[src/rtl/sysctr_pkg.sv]
package sysctr_pkg;
  localparam int OFF_CTRL    = 'h000;
  localparam int OFF_CNT_LO  = 'h008;
  localparam int OFF_CNT_HI  = 'h00C;
  localparam int OFF_SCALE   = 'h010;
  localparam int FRAC_W      = 24;
  localparam int REQ_W       = 10;
  localparam logic [31:0] UNIT_STEP = 32'h0100_0000;

  typedef struct packed {
    logic        wrLo;
    logic        wrHi;
    logic        advance;
    logic [31:0] step;
    logic [31:0] data;
  } ctr_strobe_t;
endpackage

[src/rtl/sysctr_ctrl.sv]
module sysctr_ctrl
  import sysctr_pkg::*;
#(
  parameter int ADDR_W    = 8,
  parameter int NUM_MODES = 8,
  localparam int IDX_W    = (NUM_MODES > 1) ? $clog2(NUM_MODES) : 1
) (
  input  logic                   clk,
  input  logic                   rstN,
  input  logic [ADDR_W-1:0]      busAddr,
  input  logic                   busWrEn,
  input  logic [31:0]            busWrData,
  output logic [31:0]            busRdData,
  input  logic                   tick,
  input  logic                   haltReq,
  input  logic [NUM_MODES*32-1:0] freqTable,
  input  logic [63:0]            countIn,
  output ctr_strobe_t            strobe,
  output logic [31:0]            freqSel,
  output logic [IDX_W-1:0]       freqIdx
);
  localparam logic [REQ_W-1:0] MODES_L = REQ_W'(NUM_MODES);

  logic        enBit, hdbgBit, scenBit;
  logic [31:0] scaleReg;
  logic [31:0] modeTbl [NUM_MODES];

  for (genvar i = 0; i < NUM_MODES; i++) begin : g_tbl
    assign modeTbl[i] = freqTable[i*32 +: 32];
  end

  logic selCtrl, selLo, selHi, selScale;
  assign selCtrl  = busAddr == ADDR_W'(OFF_CTRL);
  assign selLo    = busAddr == ADDR_W'(OFF_CNT_LO);
  assign selHi    = busAddr == ADDR_W'(OFF_CNT_HI);
  assign selScale = busAddr == ADDR_W'(OFF_SCALE);

  logic [REQ_W-1:0] reqIdx;
  logic             reqOk;
  assign reqIdx = busWrData[17:8];
  always_comb begin
    reqOk = 1'b0;
    if (reqIdx < MODES_L)
      reqOk = modeTbl[reqIdx[IDX_W-1:0]] != 32'd0;
  end

  always_ff @(posedge clk) begin
    if (!rstN) begin
      enBit    <= 1'b0;
      hdbgBit  <= 1'b0;
      scenBit  <= 1'b0;
      freqIdx  <= '0;
      scaleReg <= UNIT_STEP;
    end else if (busWrEn) begin
      if (selCtrl) begin
        enBit   <= busWrData[0];
        hdbgBit <= busWrData[1];
        if (!enBit) scenBit <= busWrData[2];
        if (reqOk) freqIdx <= reqIdx[IDX_W-1:0];
      end
      if (selScale) scaleReg <= busWrData;
    end
  end

  assign freqSel = modeTbl[freqIdx];

  always_comb begin
    strobe.wrLo    = busWrEn && selLo;
    strobe.wrHi    = busWrEn && selHi;
    strobe.data    = busWrData;
    strobe.step    = scenBit ? scaleReg : UNIT_STEP;
    strobe.advance = tick && enBit && !(hdbgBit && haltReq);
  end

  always_comb begin
    busRdData = '0;
    if (selCtrl)  busRdData = {14'd0, REQ_W'(freqIdx), 5'd0, scenBit, hdbgBit, enBit};
    if (selLo)    busRdData = countIn[31:0];
    if (selHi)    busRdData = countIn[63:32];
    if (selScale) busRdData = scaleReg;
  end

  // scale enable frozen while counting
  p_scen_locked_r6: assert property (@(posedge clk) disable iff (!rstN)
    enBit |=> $stable(scenBit));
  // entry in effect only moves on a control write
  p_freq_hold_r8: assert property (@(posedge clk) disable iff (!rstN)
    !(busWrEn && selCtrl) |=> $stable(freqIdx));
  // entry in effect is always implemented
  p_freq_range_r8: assert property (@(posedge clk) disable iff (!rstN)
    32'(freqIdx) < NUM_MODES);
  // halted counter gets no advance strobe
  p_halt_stops_r4: assert property (@(posedge clk) disable iff (!rstN)
    (hdbgBit && haltReq) |-> !strobe.advance);
endmodule

[src/rtl/sysctr_datapath.sv]
module sysctr_datapath
  import sysctr_pkg::*;
(
  input  logic        clk,
  input  logic        rstN,
  input  ctr_strobe_t strobe,
  output logic [63:0] count
);
  logic [FRAC_W-1:0] frac;
  logic [FRAC_W:0]   fracSum;
  logic [63:0]       intAdd;

  assign fracSum = {1'b0, frac} + {1'b0, strobe.step[FRAC_W-1:0]};
  assign intAdd  = 64'(strobe.step[31:FRAC_W]) + 64'(fracSum[FRAC_W]);

  always_ff @(posedge clk) begin
    if (!rstN) begin
      count <= '0;
      frac  <= '0;
    end else if (strobe.wrLo || strobe.wrHi) begin
      if (strobe.wrLo) count[31:0]  <= strobe.data;
      if (strobe.wrHi) count[63:32] <= strobe.data;
      frac <= '0;
    end else if (strobe.advance) begin
      count <= count + intAdd;
      frac  <= fracSum[FRAC_W-1:0];
    end
  end

  // idle cycles keep count and fraction
  p_idle_stable_r3: assert property (@(posedge clk) disable iff (!rstN)
    !(strobe.advance || strobe.wrLo || strobe.wrHi) |=> ($stable(count) && $stable(frac)));
  // count write clears the fraction
  p_write_clears_r7: assert property (@(posedge clk) disable iff (!rstN)
    (strobe.wrLo || strobe.wrHi) |=> frac == '0);
  // a step of at least 1.0 always moves the count
  p_step_moves_r5: assert property (@(posedge clk) disable iff (!rstN)
    (strobe.advance && !strobe.wrLo && !strobe.wrHi && strobe.step[31:FRAC_W] != 8'd0)
      |=> count != $past(count));
endmodule

[src/rtl/sys_counter.sv]
module sys_counter
  import sysctr_pkg::*;
#(
  parameter int ADDR_W    = 8,
  parameter int NUM_MODES = 8,
  localparam int IDX_W    = (NUM_MODES > 1) ? $clog2(NUM_MODES) : 1
) (
  input  logic                    clk,
  input  logic                    rstN,
  input  logic [ADDR_W-1:0]       busAddr,
  input  logic                    busWrEn,
  input  logic [31:0]             busWrData,
  output logic [31:0]             busRdData,
  input  logic                    tick,
  input  logic                    haltReq,
  input  logic [NUM_MODES*32-1:0] freqTable,
  output logic [63:0]             count,
  output logic [31:0]             freqSel,
  output logic [IDX_W-1:0]        freqIdx
);
  ctr_strobe_t strobe;

  sysctr_ctrl #(.ADDR_W(ADDR_W), .NUM_MODES(NUM_MODES)) u_ctrl (
    .clk(clk), .rstN(rstN), .busAddr(busAddr), .busWrEn(busWrEn),
    .busWrData(busWrData), .busRdData(busRdData), .tick(tick),
    .haltReq(haltReq), .freqTable(freqTable), .countIn(count),
    .strobe(strobe), .freqSel(freqSel), .freqIdx(freqIdx)
  );

  sysctr_datapath u_dp (
    .clk(clk), .rstN(rstN), .strobe(strobe), .count(count)
  );
endmodule

[config.mk]
export PLATFORM = sky130hd
export DESIGN_NAME = sys_counter
export DESIGN_NICKNAME = d
export VERILOG_FILES = /design/src/rtl/sysctr_pkg.sv /design/src/rtl/sysctr_ctrl.sv /design/src/rtl/sysctr_datapath.sv /design/src/rtl/sys_counter.sv
export SDC_FILE = /design/constraint.sdc
export NUM_CORES = 1
export LEC_CHECK = 0
export ABC_AREA = 1
export ABC_CLOCK_PERIOD_IN_PS = 6300
export BUFFER_PORTS_ARGS = -buffer_cell sky130_fd_sc_hd__clkbuf_2
export CAP_MARGIN = 10
export CORE_UTILIZATION = 35
export DETAILED_ROUTE_END_ITERATION = 6
export SYNTH_ARGS = -nofsm -noshare
export SYNTH_HDL_FRONTEND = slang
export SYNTH_SLANG_ARGS = --single-unit
[constraint.sdc]
create_clock -name clk -period 6.3 [get_ports clk]
set_input_delay 1.575 -clock clk [delete_from_list [all_inputs] [get_ports clk]]
set_output_delay 1.575 -clock clk [all_outputs]
set_load 0.01 [all_outputs]
==> results.py, run 1 <==
metrics = {
    "layout": {
        "regArea_um2": 2530,
        "area_growth_pct": 23.6,
        "multi_input_area_um2": 8930,
        "drive_gt1_share_pct": 18.8,
        "nNetsFinal": 3078,
        "nFillCells": 4146,
    },
    "logic_synthesis": {
        "synthTopCellsByArea": "dfxtp_1, nand2_1, nor2_1, o21ai_0, inv_1",
        "yosysTopAreaCell": "dfxtp_1",
        "synth-seq-cells": 126,
        "async_flop_share_pct": 0,
        "yosysMostFrequentCell": "nand2_1",
        "synth_top_area_share_pct": 19.3,
        "synth_seq_area_share_pct": 19.3,
        "ys.flop_type": "dfxtp_1",
        "synth-edff-count": 0,
        "avgSynthCellArea_um2": 5.48,
        "synth_cell_type_count": 53,
        "synth_warnings": 0,
        "mappedNetlistNets": 2719,
        "syn_inst": 2381,
        "synth_area_um2": 13100,
        "synthTopCellsByCount": "nand2_1, nor2_1, o21ai_0",
    },
    "floorplanning": {
        "die_h_um": 195,
        "die-area_um2": 38100,
        "initial_utilization_pct": 35.6,
        "num_rows": 70,
        "coreArea_um2": 36700,
        "dieWidth_um": 195,
        "ios": 432,
    },
    "cts": {
        "hold_buffers": 0,
        "insertion_delay_ns": 0.43,
        "clockBufferDepth": 2,
        "numCtsBuffers": 17,
        "cts_resized": 0,
        "cts_tree": "yes",
        "cts_root_buffer": "clkbuf_16",
        "cts_sinks": 126,
        "post_cts_buffers": 0,
        "path_clk_slew_ns": 0.06,
        "cts.htree.levels": 4,
    },
    "place": {
        "place_hpwl_um": 59500,
        "portBuffers": 431,
        "gp_congestion": 1.05,
    },
    "global_routing": {
        "grt_remaining_overflow": 0,
        "grt_max_degree": 117,
        "grt.total_usage_pct": 38.1,
        "grt_pass1_wl_um": 109000,
        "antenna_found_initial": 2,
        "first_global_vias": 17141,
    },
    "timing": {
        "finalCritPeriodShare_pct": 85.8,
        "setup_viol": 0,
        "slew_violations": 0,
        "fmax_ghz": 0.185,
        "finalHoldViolCount": 0,
        "worst_slew_pin_slew_ns": 1.11,
        "fin_worst_skew_ns": 0.00892,
        "rsz0062_at_grt": "false",
        "fin_tns_setup_ns": 0,
        "relSlewSlack_pct": 26.3,
        "post-route-min-period_ns": 5.40,
    },
    "routing": {
        "via_per_inst": 5.66,
        "antenna_left": 0,
        "drc_errors": 0,
        "routed_wl_um": 74400,
        "firstDrtPassIters": 6,
        "wl_per_cell_um": 23.1,
        "drt_iter0_drc": 2079,
        "num_vias": 18224,
    },
    "run_status": {
        "outcome": "complete, no violations",
    },
    "flow_run": {
        "max-cap-violations": 0,
    },
    "worst_setup_path": {
        "startpoint_type": "flip-flop",
        "critPathMaxFanout": 16,
        "path_class": "flip-flop to flip-flop",
        "worstSetupEndpointType": "flip-flop",
        "slowest_delay_ns": 0.49,
        "cp.required_ns": 6.62,
        "cp_slowest_cell": "dfxtp_1",
        "arrival_ns": 5.72,
        "crit_top_cell": "nand2_1",
    },
    "power": {
        "power_density_nw_per_um2": 134,
        "p_leak_nw": 8.15,
        "power_mw": 2.17,
        "vdd_ir_drop_max_mv": 0.179,
    },
    "min_path": {
        "hold_class": "flip-flop to flip-flop",
    },
}
## state kept, by name, summed over array words and instances (netlist names)
| register | cells |
|---|---|
| u_ctrl.enBit | 1 |
| u_ctrl.freqIdx | 3 |
| u_ctrl.hdbgBit | 1 |
| u_ctrl.scaleReg | 32 |
| u_ctrl.scenBit | 1 |
| u_dp.count | 64 |
| u_dp.frac | 24 |
## area by class of cell
type,instances,area share [%]
Sequential cell,126,15.7
Antenna cell,1,0.0155
Multi-Input combinational cell,1837,55.4
Inverter,305,7.14
Clock inverter,10,0.853
Timing Repair Buffer,453,14.4
Tap cell,468,3.63
Clock buffer,21,2.92
## worst paths after layout
check,start,endpoint,slack (ns),cells after the start
setup / recovery,u_ctrl.scenBit$_SDFFE_PN0P_,u_dp.count[44]$_SDFFE_PN0P_,0.90,32
setup reg to reg,u_ctrl.scenBit$_SDFFE_PN0P_,u_dp.count[44]$_SDFFE_PN0P_,0.90,32
hold / removal,u_dp.frac[0]$_SDFFE_PP0P_,u_dp.frac[0]$_SDFFE_PP0P_,0.47,2
hold reg to reg,u_dp.frac[0]$_SDFFE_PP0P_,u_dp.frac[0]$_SDFFE_PP0P_,0.47,2
## power breakdown
part           switching, mW  total [mW]  internal (mW)
logic                  0.177       0.288          0.111
clock network          0.425        1.08          0.652
registers            0.00442       0.803          0.798
## critical path: cells and delay by family, from the launching register on
| kind | cells | cell delay [ns] |
|---|---|---|
| AO/OA/AOI/OAI | 4 | 0.77 |
| XOR/XNOR | 1 | 0.18 |
| adder cells (fa/ha/maj) | 3 | 0.88 |
| buffers and inverters | 5 | 0.68 |
| flip-flops | 1 | 0.49 |
| AND/OR/NAND/NOR | 19 | 2.28 |
## logic make-up (layout without fill, tap and decap cells)
logic type / count (synthesis) / after routing / synth area share [%]
simple gates: 1136 / 1136 / 36.3
xor+xnor: 35 / 35 / 2.35
compound gates: 629 / 629 / 26.0
fa+ha+maj: 37 / 37 / 3.66
flops: 126 / 126 / 19.3
other cells: 0 / 1 / 0
buf+inv: 418 / 789 / 12.3
## cell usage in the layout, fill, tap and decap left out, types with 5 or more instances in the layout
| cell | netlist | routed |
|---|---|---|
| ha_1 | 35 | 35 |
| xnor2_1 | 5 | 5 |
| o211ai_1 | 14 | 14 |
| a21oi_1 | 217 | 217 |
| nand4_1 | 44 | 44 |
| o22ai_1 | 24 | 24 |
| nand3b_1 | 8 | 8 |
| o21ai_0 | 295 | 295 |
| or2_2 | 6 | 6 |
| nor3_1 | 44 | 44 |
| inv_2 | 6 | 6 |
| buf_4 | 4 | 22 |
| nor4_1 | 5 | 5 |
| o221ai_1 | 20 | 20 |
| nand2_4 | 5 | 5 |
| xor2_1 | 30 | 30 |
| nor2_1 | 422 | 421 |
| nand2_1 | 465 | 465 |
| clkbuf_16 | 0 | 17 |
| clkbuf_2 | 0 | 431 |
| dfxtp_1 | 126 | 123 |
| inv_1 | 292 | 292 |
| a31oi_1 | 38 | 38 |
| nand3_1 | 123 | 123 |
## per-layer routing
metal	global-route usage [%]	wire length, um	up-vias
met5	0	0	-
met4	12.6	2700	0
met3	6.58	6550	144
met2	62.1	33500	948
met1	50.7	31700	8542
li1	-	-	8590
## per-stage QoR
stage / instance area (um2) / worst slack [ns] / hold slack (ns) / util, % / std cells
4_1_cts: 16100 / 0.936 / 0.470 / 43.9 / 3220
5_1_grt: 16100 / 0.372 / 0.499 / 43.9 / 3221
2_1_floorplan: 13100 / 1.72 / 0.445 / - / 2381
3_3_place_gp: 15500 / 1.02 / 0.456 / 42.3 / 3189
3_5_place_dp: 15500 / 0.961 / 0.461 / 42.3 / 3189
6_report: 16100 / 0.895 / 0.470 / 43.9 / 3221
(Power assumes the default switching activity.)
==> inputs of run 2 (changes only) <==
--- a/config.mk
+++ b/config.mk
@@ -11,6 +11,7 @@
 export CAP_MARGIN = 10
 export CORE_UTILIZATION = 35
 export DETAILED_ROUTE_END_ITERATION = 6
+export PLACE_DENSITY = 0.64
 export SYNTH_ARGS = -nofsm -noshare
 export SYNTH_HDL_FRONTEND = slang
 export SYNTH_SLANG_ARGS = --single-unit
==> run 2 against run 1 <==
Effect of this change: register-to-register slack improved by 0.39 ns; critical endpoint is now busRdData[12]; wire length increased by 6.2%; core utilization about the same; clock skew increased by 0.0082 ns; combinational power increased by 7.6%; critical path type is now primary input to output pin.
==> results.py, run 2 (synthesized netlist as in run 1, its figures left out) <==
metrics = {
    "layout": {
        "nFillCells": 4145,
        "multi_input_area_um2": 8930,
        "largest_reg_flops": 64,
        "final_common_cell": "nand2_1",
        "nNetsFinal": 3076,
        "final_cells": 3225,
        "regArea_um2": 2530,
        "top_regs": "u_dp.count x64, u_ctrl.scaleReg x32, u_dp.frac x24",
        "regMostFlops": "u_dp.count",
        "drive_gt1_share_pct": 18.8,
        "area_growth_pct": 23.6,
        "layout_common_cells": "nand2_1, clkbuf_2, nor2_1",
    },
    "global_routing": {
        "grt.total_usage_pct": 40.5,
        "antenna_found_initial": 10,
        "top_usage_layer": "met2",
        "grtUsageMet3_pct": 7.41,
        "grt_remaining_overflow": 0,
        "first_global_vias": 17140,
        "use_met1_pct": 54.4,
        "grt_max_degree": 100,
        "grt.met2_usage_pct": 64.2,
        "grt_pass1_wl_um": 114000,
    },
    "timing": {
        "setup_slack_ns": 1.14,
        "worst_slew_pin_slew_ns": 1.02,
        "rsz0062_at_grt": "false",
        "fmax_ghz": 0.194,
        "setup_viol": 0,
        "hold_ws_ns": 0.476,
        "fin_tns_setup_ns": 0,
        "finalCritPeriodShare_pct": 81.8,
        "post-route-min-period_ns": 5.16,
        "finalHoldViolCount": 0,
        "fin_worst_skew_ns": 0.0171,
        "relSlewSlack_pct": 31.8,
        "slew_violations": 0,
    },
    "worst_setup_path": {
        "regToRegSetupSlack_ns": 1.29,
        "reg2reg_to": "u_dp.count[31]$_SDFFE_PN0P_",
        "cp_slowest_cell": "o221ai_1",
        "reg2reg_depth": 30,
        "path_cells": "clkbuf_2 > inv_1 > nand2_2 > nor3_4 > inv_2 > nor2_4 > clkinv_1 > buf_4 > o221ai_1 > o21ai_0 > inv_1 > clkbuf_2",
        "crit_end": "busRdData[12]",
        "arrival_ns": 3.58,
        "crit_cells": 12,
        "cp.required_ns": 4.72,
        "crit_path_start": "busAddr[6]",
        "worstSetupEndpointType": "output pin",
        "startpoint_type": "primary input",
        "slowest_delay_ns": 0.42,
        "critPathMaxFanout": 26,
        "crit_family": "buffers and inverters",
        "crit_buf_inv": 7,
        "r2r-start": "u_ctrl.scenBit$_SDFFE_PN0P_",
        "path_class": "primary input to output pin",
    },
    "power": {
        "p_leak_nw": 8.14,
        "vdd_ir_drop_max_mv": 0.187,
        "p_int_mw": 1.56,
        "power_frac_seq_pct": 36.7,
        "p_sw_share_pct": 28.9,
        "power_switching_mw": 0.631,
        "power_density_nw_per_um2": 136,
        "p_clk_share_pct": 49.1,
        "pwr-share-comb_pct": 14.2,
    },
    "place": {
        "preCtsSetupSlack_ns": 1.19,
        "place_hpwl_um": 64000,
        "gp_congestion": 1.12,
        "dp_cells": 3187,
        "portBuffers": 431,
    },
    "floorplanning": {
        "die_h_um": 195,
        "coreArea_um2": 36700,
        "ios": 432,
        "dieWidth_um": 195,
        "die-area_um2": 38100,
        "initial_utilization_pct": 35.6,
        "num_rows": 70,
    },
    "cts": {
        "hold_buffers": 0,
        "numCtsBuffers": 17,
        "cts_tree": "yes",
        "cts.htree.levels": 4,
        "cts_sinks": 126,
        "path_clk_slew_ns": 0.06,
        "cts_root_buffer": "clkbuf_16",
        "clockBufferDepth": 2,
        "insertion_delay_ns": 0.44,
        "cts_resized": 0,
        "post_cts_buffers": 0,
    },
    "routing": {
        "antenna_left": 0,
        "drc_errors": 0,
        "drt_iter0_drc": 2151,
        "wl_per_cell_um": 24.5,
        "via_per_inst": 5.75,
        "num_vias": 18531,
        "firstDrtPassIters": 5,
        "routed_wl_um": 79000,
    },
    "flow_run": {
        "max-cap-violations": 0,
    },
    "min_path": {
        "hold_class": "flip-flop to flip-flop",
        "hold_path_startpoint": "u_dp.frac[0]$_SDFFE_PP0P_",
    },
    "run_status": {
        "outcome": "complete, no violations",
    },
}
run 2: cell count changes in the layout (fill, tap and decap cells not counted), sizes merged:
cell,change
inv,+1
buf,-2
clkbuf,-1
clkinv,-1
clkinvlp,+2
diode,+5
run 2: worst min path at each step:
| stage | cells after the start | end |
|---|---|---|
| 2_1_floorplan | 2 | u_dp.frac[0]$_SDFFE_PP0P_ |
| 3_3_place_gp | 2 | u_dp.frac[0]$_SDFFE_PP0P_ |
| 3_5_place_dp | 2 | u_dp.frac[0]$_SDFFE_PP0P_ |
| 4_1_cts | 2 | u_dp.frac[0]$_SDFFE_PP0P_ |
| 5_1_grt | 2 | u_dp.frac[0]$_SDFFE_PP0P_ |
| 6_report | 2 | u_dp.frac[0]$_SDFFE_PP0P_ |
run 2: metrics by stage:
step / total power [mW] / util, % / instance area [um2]
floorplan: 0.913 / - / 13100
CTS: 2.18 / 43.9 / 16100
global placement: 1.12 / 42.2 / 15500
global route: 2.24 / 44.0 / 16100
detailed placement: 1.12 / 42.2 / 15500
finish: 2.19 / 44.0 / 16100
run 2: area by class of cell:
cell class | count | area share [%]
multi-input combinational | 1837 | 55.4
sequential | 126 | 15.7
timing repair buffer | 451 | 14.3
inverter | 305 | 7.13
tap | 468 | 3.63
clock buffer | 20 | 2.83
clock inverter | 12 | 0.993
antenna | 6 | 0.0931
run 2: layer usage:
metal | up-vias | share of wire, %
met5 | - | 0.034
met4 | 4 | 4.1
met3 | 170 | 9.4
met2 | 1162 | 44
met1 | 8599 | 42
li1 | 8596 | -
run 2: power by group through the flow:
| stage | sequential, mW | combinational, mW | clock [mW] |
|---|---|---|---|
| 5_1_grt | 0.802 | 0.326 | 1.11 |
| 3_3_place_gp | 0.820 | 0.300 | 0 |
| 6_report | 0.802 | 0.310 | 1.07 |
| 3_5_place_dp | 0.820 | 0.299 | 0 |
| 2_1_floorplan | 0.819 | 0.0944 | 0 |
| 4_1_cts | 0.802 | 0.301 | 1.08 |
run 2: tightest hold or removal path, delay by kind of cell, from the launching register on:
kind	cells	cell delay [ns]
compound gates	1	0.05
flops	1	0.31
simple gates	1	0.06
